$ cat src/rtl/i2c_saddr_pkg.sv
package i2c_saddr_pkg;
  localparam int ADDR_W   = 7;
  localparam int BYTE_W   = 8;
  localparam logic [BYTE_W-1:0] GCALL_BYTE = 8'h00;

  typedef struct packed {
    logic       gcall;
    logic       aas;
    logic       trx;
    logic       pend_n;
    logic       busy;
  } stat_t;

  localparam stat_t STAT_IDLE = '{gcall: 1'b0, aas: 1'b0, trx: 1'b0,
                                  pend_n: 1'b1, busy: 1'b0};

  function automatic logic [ADDR_W-1:0] call_addr(input logic [BYTE_W-1:0] b);
    return b[BYTE_W-1:1];
  endfunction

  function automatic logic is_gcall(input logic [BYTE_W-1:0] b);
    return b == GCALL_BYTE;
  endfunction
endpackage

$ cat src/rtl/i2c_saddr_cmp.sv
module i2c_saddr_cmp
  import i2c_saddr_pkg::*;
#(
  parameter int N_OWN = 3
) (
  input  logic [BYTE_W-1:0]       byte_in,
  input  logic [N_OWN*ADDR_W-1:0] own_addr,
  output logic [N_OWN-1:0]        own_hit,
  output logic                    gc_hit,
  output logic                    any_hit
);
  logic [ADDR_W-1:0] caddr;
  assign caddr = call_addr(byte_in);

  genvar gi;
  generate
    for (gi = 0; gi < N_OWN; gi++) begin : g_cmp
      assign own_hit[gi] = (caddr == own_addr[gi*ADDR_W +: ADDR_W]);
    end
  endgenerate

  assign gc_hit  = is_gcall(byte_in);
  assign any_hit = (|own_hit) | gc_hit;
endmodule

$ cat src/rtl/i2c_saddr_srst.sv
module i2c_saddr_srst #(
  parameter int SRST_CYC = 2
) (
  input  logic clk,
  input  logic rst_n,
  input  logic enable,
  input  logic srst_req,
  output logic srst_busy
);
  localparam int CW = $clog2(SRST_CYC + 1);
  localparam logic [CW-1:0] LAST = CW'(SRST_CYC - 1);

  logic [CW-1:0] cnt;

  always_ff @(posedge clk or negedge rst_n) begin
    if (!rst_n) begin
      srst_busy <= 1'b0;
      cnt       <= '0;
    end else if (!enable) begin
      srst_busy <= 1'b0;
      cnt       <= '0;
    end else if (srst_busy) begin
      if (cnt == LAST) begin
        srst_busy <= 1'b0;
        cnt       <= '0;
      end else begin
        cnt <= cnt + 1'b1;
      end
    end else if (srst_req) begin
      srst_busy <= 1'b1;
      cnt       <= '0;
    end
  end

  // Independent watch of how long the bit stays high
  logic [CW:0] hi_len;
  always_ff @(posedge clk or negedge rst_n) begin
    if (!rst_n)         hi_len <= '0;
    else if (srst_busy) hi_len <= hi_len + 1'b1;
    else                hi_len <= '0;
  end

  AST_SRST_LEN: assert property (@(posedge clk) disable iff (!rst_n)
    hi_len <= (CW+1)'(SRST_CYC));
  AST_SRST_OFF_DIS: assert property (@(posedge clk) disable iff (!rst_n)
    !enable |=> !srst_busy);
endmodule

$ cat src/rtl/i2c_saddr_stat.sv
module i2c_saddr_stat
  import i2c_saddr_pkg::*;
#(
  parameter int N_OWN = 3
) (
  input  logic               clk,
  input  logic               rst_n,
  input  logic               idle_force,
  input  logic               fmt_free,
  input  logic               start_det,
  input  logic               stop_det,
  input  logic               addr_valid,
  input  logic               rw_bit,
  input  logic [N_OWN-1:0]   own_hit,
  input  logic               gc_hit,
  input  logic               any_hit,
  input  logic               irq_clr,
  output logic [N_OWN-1:0]   match_q,
  output stat_t              st_q
);
  logic armed;
  logic take;
  logic accept;

  assign take   = addr_valid & armed & ~start_det & ~stop_det;
  assign accept = take & ~fmt_free & any_hit;

  always_ff @(posedge clk or negedge rst_n) begin
    if (!rst_n) begin
      st_q    <= STAT_IDLE;
      match_q <= '0;
      armed   <= 1'b0;
    end else if (idle_force) begin
      st_q    <= STAT_IDLE;
      match_q <= '0;
      armed   <= 1'b0;
    end else begin
      if (irq_clr) st_q.pend_n <= 1'b1;
      if (stop_det) begin
        match_q  <= '0;
        st_q.gcall <= 1'b0;
        st_q.aas   <= 1'b0;
        st_q.trx   <= 1'b0;
        st_q.busy  <= 1'b0;
        armed      <= 1'b0;
      end else if (start_det) begin
        match_q  <= '0;
        st_q.gcall <= 1'b0;
        st_q.aas   <= 1'b0;
        st_q.trx   <= 1'b0;
        st_q.busy  <= 1'b1;
        armed      <= 1'b1;
      end else if (take) begin
        armed <= 1'b0;
        if (fmt_free) begin
          st_q.pend_n <= 1'b0;
        end else if (any_hit) begin
          match_q     <= own_hit;
          st_q.gcall  <= gc_hit;
          st_q.aas    <= 1'b1;
          st_q.trx    <= rw_bit;
          st_q.pend_n <= 1'b0;
        end
      end
    end
  end

  AST_IDLE_FORCE: assert property (@(posedge clk) disable iff (!rst_n)
    idle_force |=> (st_q.pend_n && match_q == '0 && !st_q.gcall && !st_q.aas
                    && !st_q.trx && !st_q.busy));
  AST_HIT_IRQ: assert property (@(posedge clk) disable iff (!rst_n)
    (accept && !idle_force) |=> (!st_q.pend_n && st_q.aas));
  AST_FREE_NOFLAG: assert property (@(posedge clk) disable iff (!rst_n)
    (take && fmt_free && !idle_force) |=> (!st_q.pend_n && match_q == '0 && !st_q.aas));
  AST_GC_SRC: assert property (@(posedge clk) disable iff (!rst_n)
    $rose(st_q.gcall) |-> $past(gc_hit));
  AST_LATE_BYTE: assert property (@(posedge clk) disable iff (!rst_n)
    (addr_valid && !armed && !start_det && !stop_det && !idle_force && !irq_clr)
      |=> ($stable(st_q.pend_n) && $stable(match_q)));
  AST_BUSY_START: assert property (@(posedge clk) disable iff (!rst_n)
    (start_det && !stop_det && !idle_force) |=> st_q.busy);
endmodule

$ cat src/rtl/i2c_saddr_unit.sv
module i2c_saddr_unit
  import i2c_saddr_pkg::*;
#(
  parameter int N_OWN    = 3,
  parameter int SRST_CYC = 2
) (
  input  logic                    clk,
  input  logic                    rst_n,
  input  logic                    enable,
  input  logic                    fmt_free,
  input  logic [N_OWN*ADDR_W-1:0] own_addr,
  input  logic                    start_det,
  input  logic                    stop_det,
  input  logic                    addr_valid,
  input  logic [BYTE_W-1:0]       addr_byte,
  input  logic                    irq_clr,
  input  logic                    srst_req,
  input  logic                    data_we,
  input  logic [BYTE_W-1:0]       data_in,
  output logic [N_OWN-1:0]        match_flags,
  output logic                    gcall_flag,
  output logic                    aas_flag,
  output logic                    trx_flag,
  output logic                    pend_n,
  output logic                    irq,
  output logic                    bus_busy,
  output logic                    srst_busy,
  output logic [BYTE_W-1:0]       data_q
);
  logic [N_OWN-1:0] own_hit;
  logic             gc_hit;
  logic             any_hit;
  logic             idle_force;
  stat_t            st;

  i2c_saddr_cmp #(.N_OWN(N_OWN)) u_cmp (
    .byte_in (addr_byte),
    .own_addr(own_addr),
    .own_hit (own_hit),
    .gc_hit  (gc_hit),
    .any_hit (any_hit)
  );

  i2c_saddr_srst #(.SRST_CYC(SRST_CYC)) u_srst (
    .clk      (clk),
    .rst_n    (rst_n),
    .enable   (enable),
    .srst_req (srst_req),
    .srst_busy(srst_busy)
  );

  assign idle_force = ~enable | srst_busy | srst_req;

  i2c_saddr_stat #(.N_OWN(N_OWN)) u_stat (
    .clk       (clk),
    .rst_n     (rst_n),
    .idle_force(idle_force),
    .fmt_free  (fmt_free),
    .start_det (start_det),
    .stop_det  (stop_det),
    .addr_valid(addr_valid),
    .rw_bit    (addr_byte[0]),
    .own_hit   (own_hit),
    .gc_hit    (gc_hit),
    .any_hit   (any_hit),
    .irq_clr   (irq_clr),
    .match_q   (match_flags),
    .st_q      (st)
  );

  always_ff @(posedge clk or negedge rst_n) begin
    if (!rst_n)                data_q <= '0;
    else if (data_we && enable) data_q <= data_in;
  end

  assign gcall_flag = st.gcall;
  assign aas_flag   = st.aas;
  assign trx_flag   = st.trx;
  assign pend_n     = st.pend_n;
  assign irq        = ~st.pend_n;
  assign bus_busy   = st.busy;

  AST_DATA_BLOCK: assert property (@(posedge clk) disable iff (!rst_n)
    !enable |=> $stable(data_q));
  AST_SRST_IDLE: assert property (@(posedge clk) disable iff (!rst_n)
    (srst_req && enable) |=> (pend_n && match_flags == '0 && !aas_flag));
endmodule

$ cat config.mk
export PLATFORM = sky130hd
export DESIGN_NAME = i2c_saddr_unit
export DESIGN_NICKNAME = d
export VERILOG_FILES = /design/src/rtl/i2c_saddr_pkg.sv /design/src/rtl/i2c_saddr_cmp.sv /design/src/rtl/i2c_saddr_srst.sv /design/src/rtl/i2c_saddr_stat.sv /design/src/rtl/i2c_saddr_unit.sv
export SDC_FILE = /design/constraint.sdc
export NUM_CORES = 1
export LEC_CHECK = 0
export BUFFER_PORTS_ARGS = -buffer_cell sky130_fd_sc_hd__buf_2
export CORE_AREA = 2 2 53 55
export CTS_BUF_LIST = sky130_fd_sc_hd__clkbuf_4 sky130_fd_sc_hd__clkbuf_8
export DETAILED_ROUTE_END_ITERATION = 10
export DIE_AREA = 0 0 55 57
export PLACE_DENSITY = 0.77
export SLEW_MARGIN = 20
export SYNTH_ARGS = -nofsm -noshare
export SYNTH_HDL_FRONTEND = slang
export SYNTH_SLANG_ARGS = --single-unit
export TNS_END_PERCENT = 10
$ cat constraint.sdc
create_clock -name clk -period 2.28 [get_ports clk]
set_clock_uncertainty 0.2 [all_clocks]
set_input_delay 0.342 -clock clk [delete_from_list [all_inputs] [get_ports clk]]
set_output_delay 0.342 -clock clk [all_outputs]
set_load 0.05 [all_outputs]
==> flow_metrics.tcl <==
set metrics [dict create \
    postSynthAreaPerCell_um2 11.1 \
    hold_end "u_stat.st_q[0]" \
    placeableCoreArea_um2 2620 \
    finalCriticalPeriod_ns 1.79 \
    num-fill-cells 241 \
    cts_buffers 3 \
    synth.area.mux_share 0.0896 \
    synth_nets 148 \
    die_h_um 57 \
    place_area_um2 1480 \
    rr_endpoint "u_stat.st_q[4]" \
    multiInputGateArea_um2 604 \
    ant_nets 0 \
    place_ws_ns 0.193 \
    drc 0 \
    final_hold_viol_count 0 \
    totalPowerFinal_mw 0.825 \
    dp_hpwl_um 2280 \
    die_w_um 55 \
    wl_um 2610 \
    num_rows 19 \
    initial_core_util 0.427 \
    cts_tree "yes" \
    gp_congestion 0.755 \
    critPathRequiredTime_ns 2.29 \
    grt_usage 0.182 \
    crit_fanout 8 \
    reg2reg_slack_ns 0.49 \
    p_seq_frac 0.474 \
    viasPerCell 5.24 \
    grt_overflow_total 0 \
    yosysWarnings 0 \
    slew_headroom 0.704 \
    synth_compound_area_frac 0.102 \
    drtIter0Drc 7 \
    synth-simple-area-share 0.185 \
    syn-cell-area_um2 1120 \
    worst_pin_slew_ns 0.439 \
    r2r_start "u_srst.srst_busy" \
    antenna_cells 0 \
    whs_path_depth 2 \
    syn2layout_area_growth_pct 35.7 \
    clockPowerShare 0.218 \
    final_nets 218 \
    final.setup.tns_ns 0 \
    first_pass_iters 4 \
    synthAdderAreaFrac 0 \
    internal_power_mw 0.552 \
    fin_area_um2 1520 \
    slew_viol_final 0 \
    vias 1053 \
    drive_above_1_share 0.494 \
    rsz0062_at_grt "no" \
    grt_start_max_net_pins 21 \
    clkSlewWorstSetupHoldPaths_ns 0.11 \
    status "complete, no violations" \
    wl_per_cell_um 13.0 \
    min_from "stop_det" \
    crit_type "reg -> reg" \
    clockBufferDepth 2 \
    yosysSeqAreaShare 0.449 \
    clkLatencyLatePin_ns 0.29 \
    switching_power_mw 0.274 \
    synth_top_family_by_area "simple AND/OR/NAND/NOR gates" \
    dieArea_um2 3140 \
    comb_power_share 0.307 \
    clock-sinks 20 \
    fmax_ghz 0.559 \
    htree_levels 1 \
    hp-class "in -> reg" \
    p_per_area_nw_per_um2 544 \
    finalCritPeriodShare 0.784 \
    maxCapViolations 0 \
    synth-seq-cells 20 \
    ff2ff_path_depth 4 \
    layout_common_cells "buf_2 (64), dfrtp_1 (19), xnor2_1 (14), mux2_2 (8), xor2_1 (7)" \
    first_global_vias 1042 \
    seq_area_um2 502 \
    cp-end-kind "flip-flop" \
    antenna_found_initial 0 \
    setup_violations 0 \
    peakVddDrop_v 0.000385 \
    io_pins 65 \
    io_buffers 64 \
    netlist_instances 101 \
    setup_slack_ns 0.492 \
    p_leak_nw 0.733 \
    ctsRootBufferMaster "clkbuf_4" \
    start_kind "flip-flop" \
    layout_commonest_cell "buf_2" \
    grt_pass1_wl_um 4200 \
    crit_arrival_ns 1.80 \
    swShare 0.332 \
    synth-xor-area-share 0.165 \
    yosysUniqueCellTypes 31 \
]
## through the flow
step | util | hold slack (ns) | instances
2_1_floorplan | - | -0.154 | 101
3_3_place_gp | 0.565 | 0.104 | 196
3_5_place_dp | 0.565 | 0.112 | 196
4_1_cts | 0.580 | 0.0336 | 201
5_1_grt | 0.580 | 0.0472 | 201
6_report | 0.580 | 0.0393 | 201
## kinds of logic (layout without fill, tap and decap cells)
logic type,count (synthesis),count (layout)
and+or+nand+nor,34,34
xor gates and xnor gates,21,21
DFF,20,20
AOI/OAI and AO/OA,14,14
muxes,9,9
buffers and inverters,3,72
## power by group through the flow
stage          Combinational, mW  Sequential, mW  Clock [mW]
2_1_floorplan             0.0751           0.480           0
3_3_place_gp               0.248           0.397           0
3_5_place_dp               0.255           0.399           0
4_1_cts                    0.257           0.392       0.187
5_1_grt                    0.272           0.396       0.205
6_report                   0.254           0.391       0.180
## worst max-delay path, stage by stage (launching register included)
cell     delay [ns]
dfrtp_1        0.45
or3b_2         0.54
nor3_1         0.30
nand3_1        0.13
o31ai_1        0.08
## registers in the layout, summed over array words and instances (netlist names)
register and flops:
u_srst.cnt 2, u_srst.srst_busy 1, data_q 8, u_stat.match_q 3, u_stat.st_q 5, u_stat.armed 1
## Yosys cell counts
cell      n  share of area
nand2_1   6          0.020
nor4_4    1          0.019
or3_2     1         0.0067
nor2_1    6          0.020
nand3_1   4          0.018
o31ai_4   1          0.019
or3b_2    1         0.0078
o32a_1    1         0.0090
a31oi_1   1         0.0056
nor4_1    2          0.011
nor4_2    1          0.011
a32o_1    1         0.0090
nor2b_1   1         0.0056
nand4_1   4          0.022
xor2_1    7          0.055
dfstp_2   1          0.024
inv_1     3          0.010
o211a_1   1         0.0090
nor3_1    3          0.013
mux2i_1   1         0.0090
dfrtp_1  19           0.43
a21oi_1   3          0.013
and4_4    1          0.010
o21a_1    1         0.0067
o31ai_1   2          0.013
or3_1     1         0.0056
mux2_2    8          0.081
a21oi_2   1         0.0078
xnor2_1  14           0.11
nor3b_1   2          0.013
o21ai_0   2         0.0090
## how the worst max path moves through the flow
| stage | startpoint | endpoint | depth (start not counted) | slack [ns] |
|---|---|---|---|---|
| floorplan | u_srst.srst_busy | u_stat.match_q[1] | 4 | 0.41 |
| global placement | addr_byte[4] | u_stat.match_q[2] | 7 | 0.23 |
| detailed placement | addr_byte[3] | u_stat.match_q[2] | 7 | 0.19 |
| CTS | u_srst.srst_busy | u_stat.st_q[4] | 4 | 0.47 |
| global route | addr_byte[3] | u_stat.match_q[2] | 7 | 0.37 |
| finish | u_srst.srst_busy | u_stat.st_q[4] | 4 | 0.49 |
## per-layer routing
layer / vias up / global-route usage / part of all wire / wire length, um
met5: - / 0 / 0 / 0
met2: 58 / 0.347 / 0.52 / 1370
met1: 483 / 0.190 / 0.37 / 974
met3: 8 / 0.0157 / 0.079 / 206
met4: 0 / 0.0871 / 0.022 / 58
li1: 504 / - / - / -
## layout make-up
type | instances | share of cell area
Multi-Input combinational cell | 78 | 0.399
Sequential cell | 20 | 0.331
Timing Repair Buffer | 65 | 0.218
Tap cell | 31 | 0.0256
Clock buffer | 4 | 0.0198
Inverter | 3 | 0.00743
## what timing repair did
action                                 4_1_cts  5_1_grt
endpoints found under the hold margin       19        0
hold buffers                                 1        0
buffers inserted                             0        0
resized for setup                            0        0
Note: power is estimated with default switching activity, not from simulation.
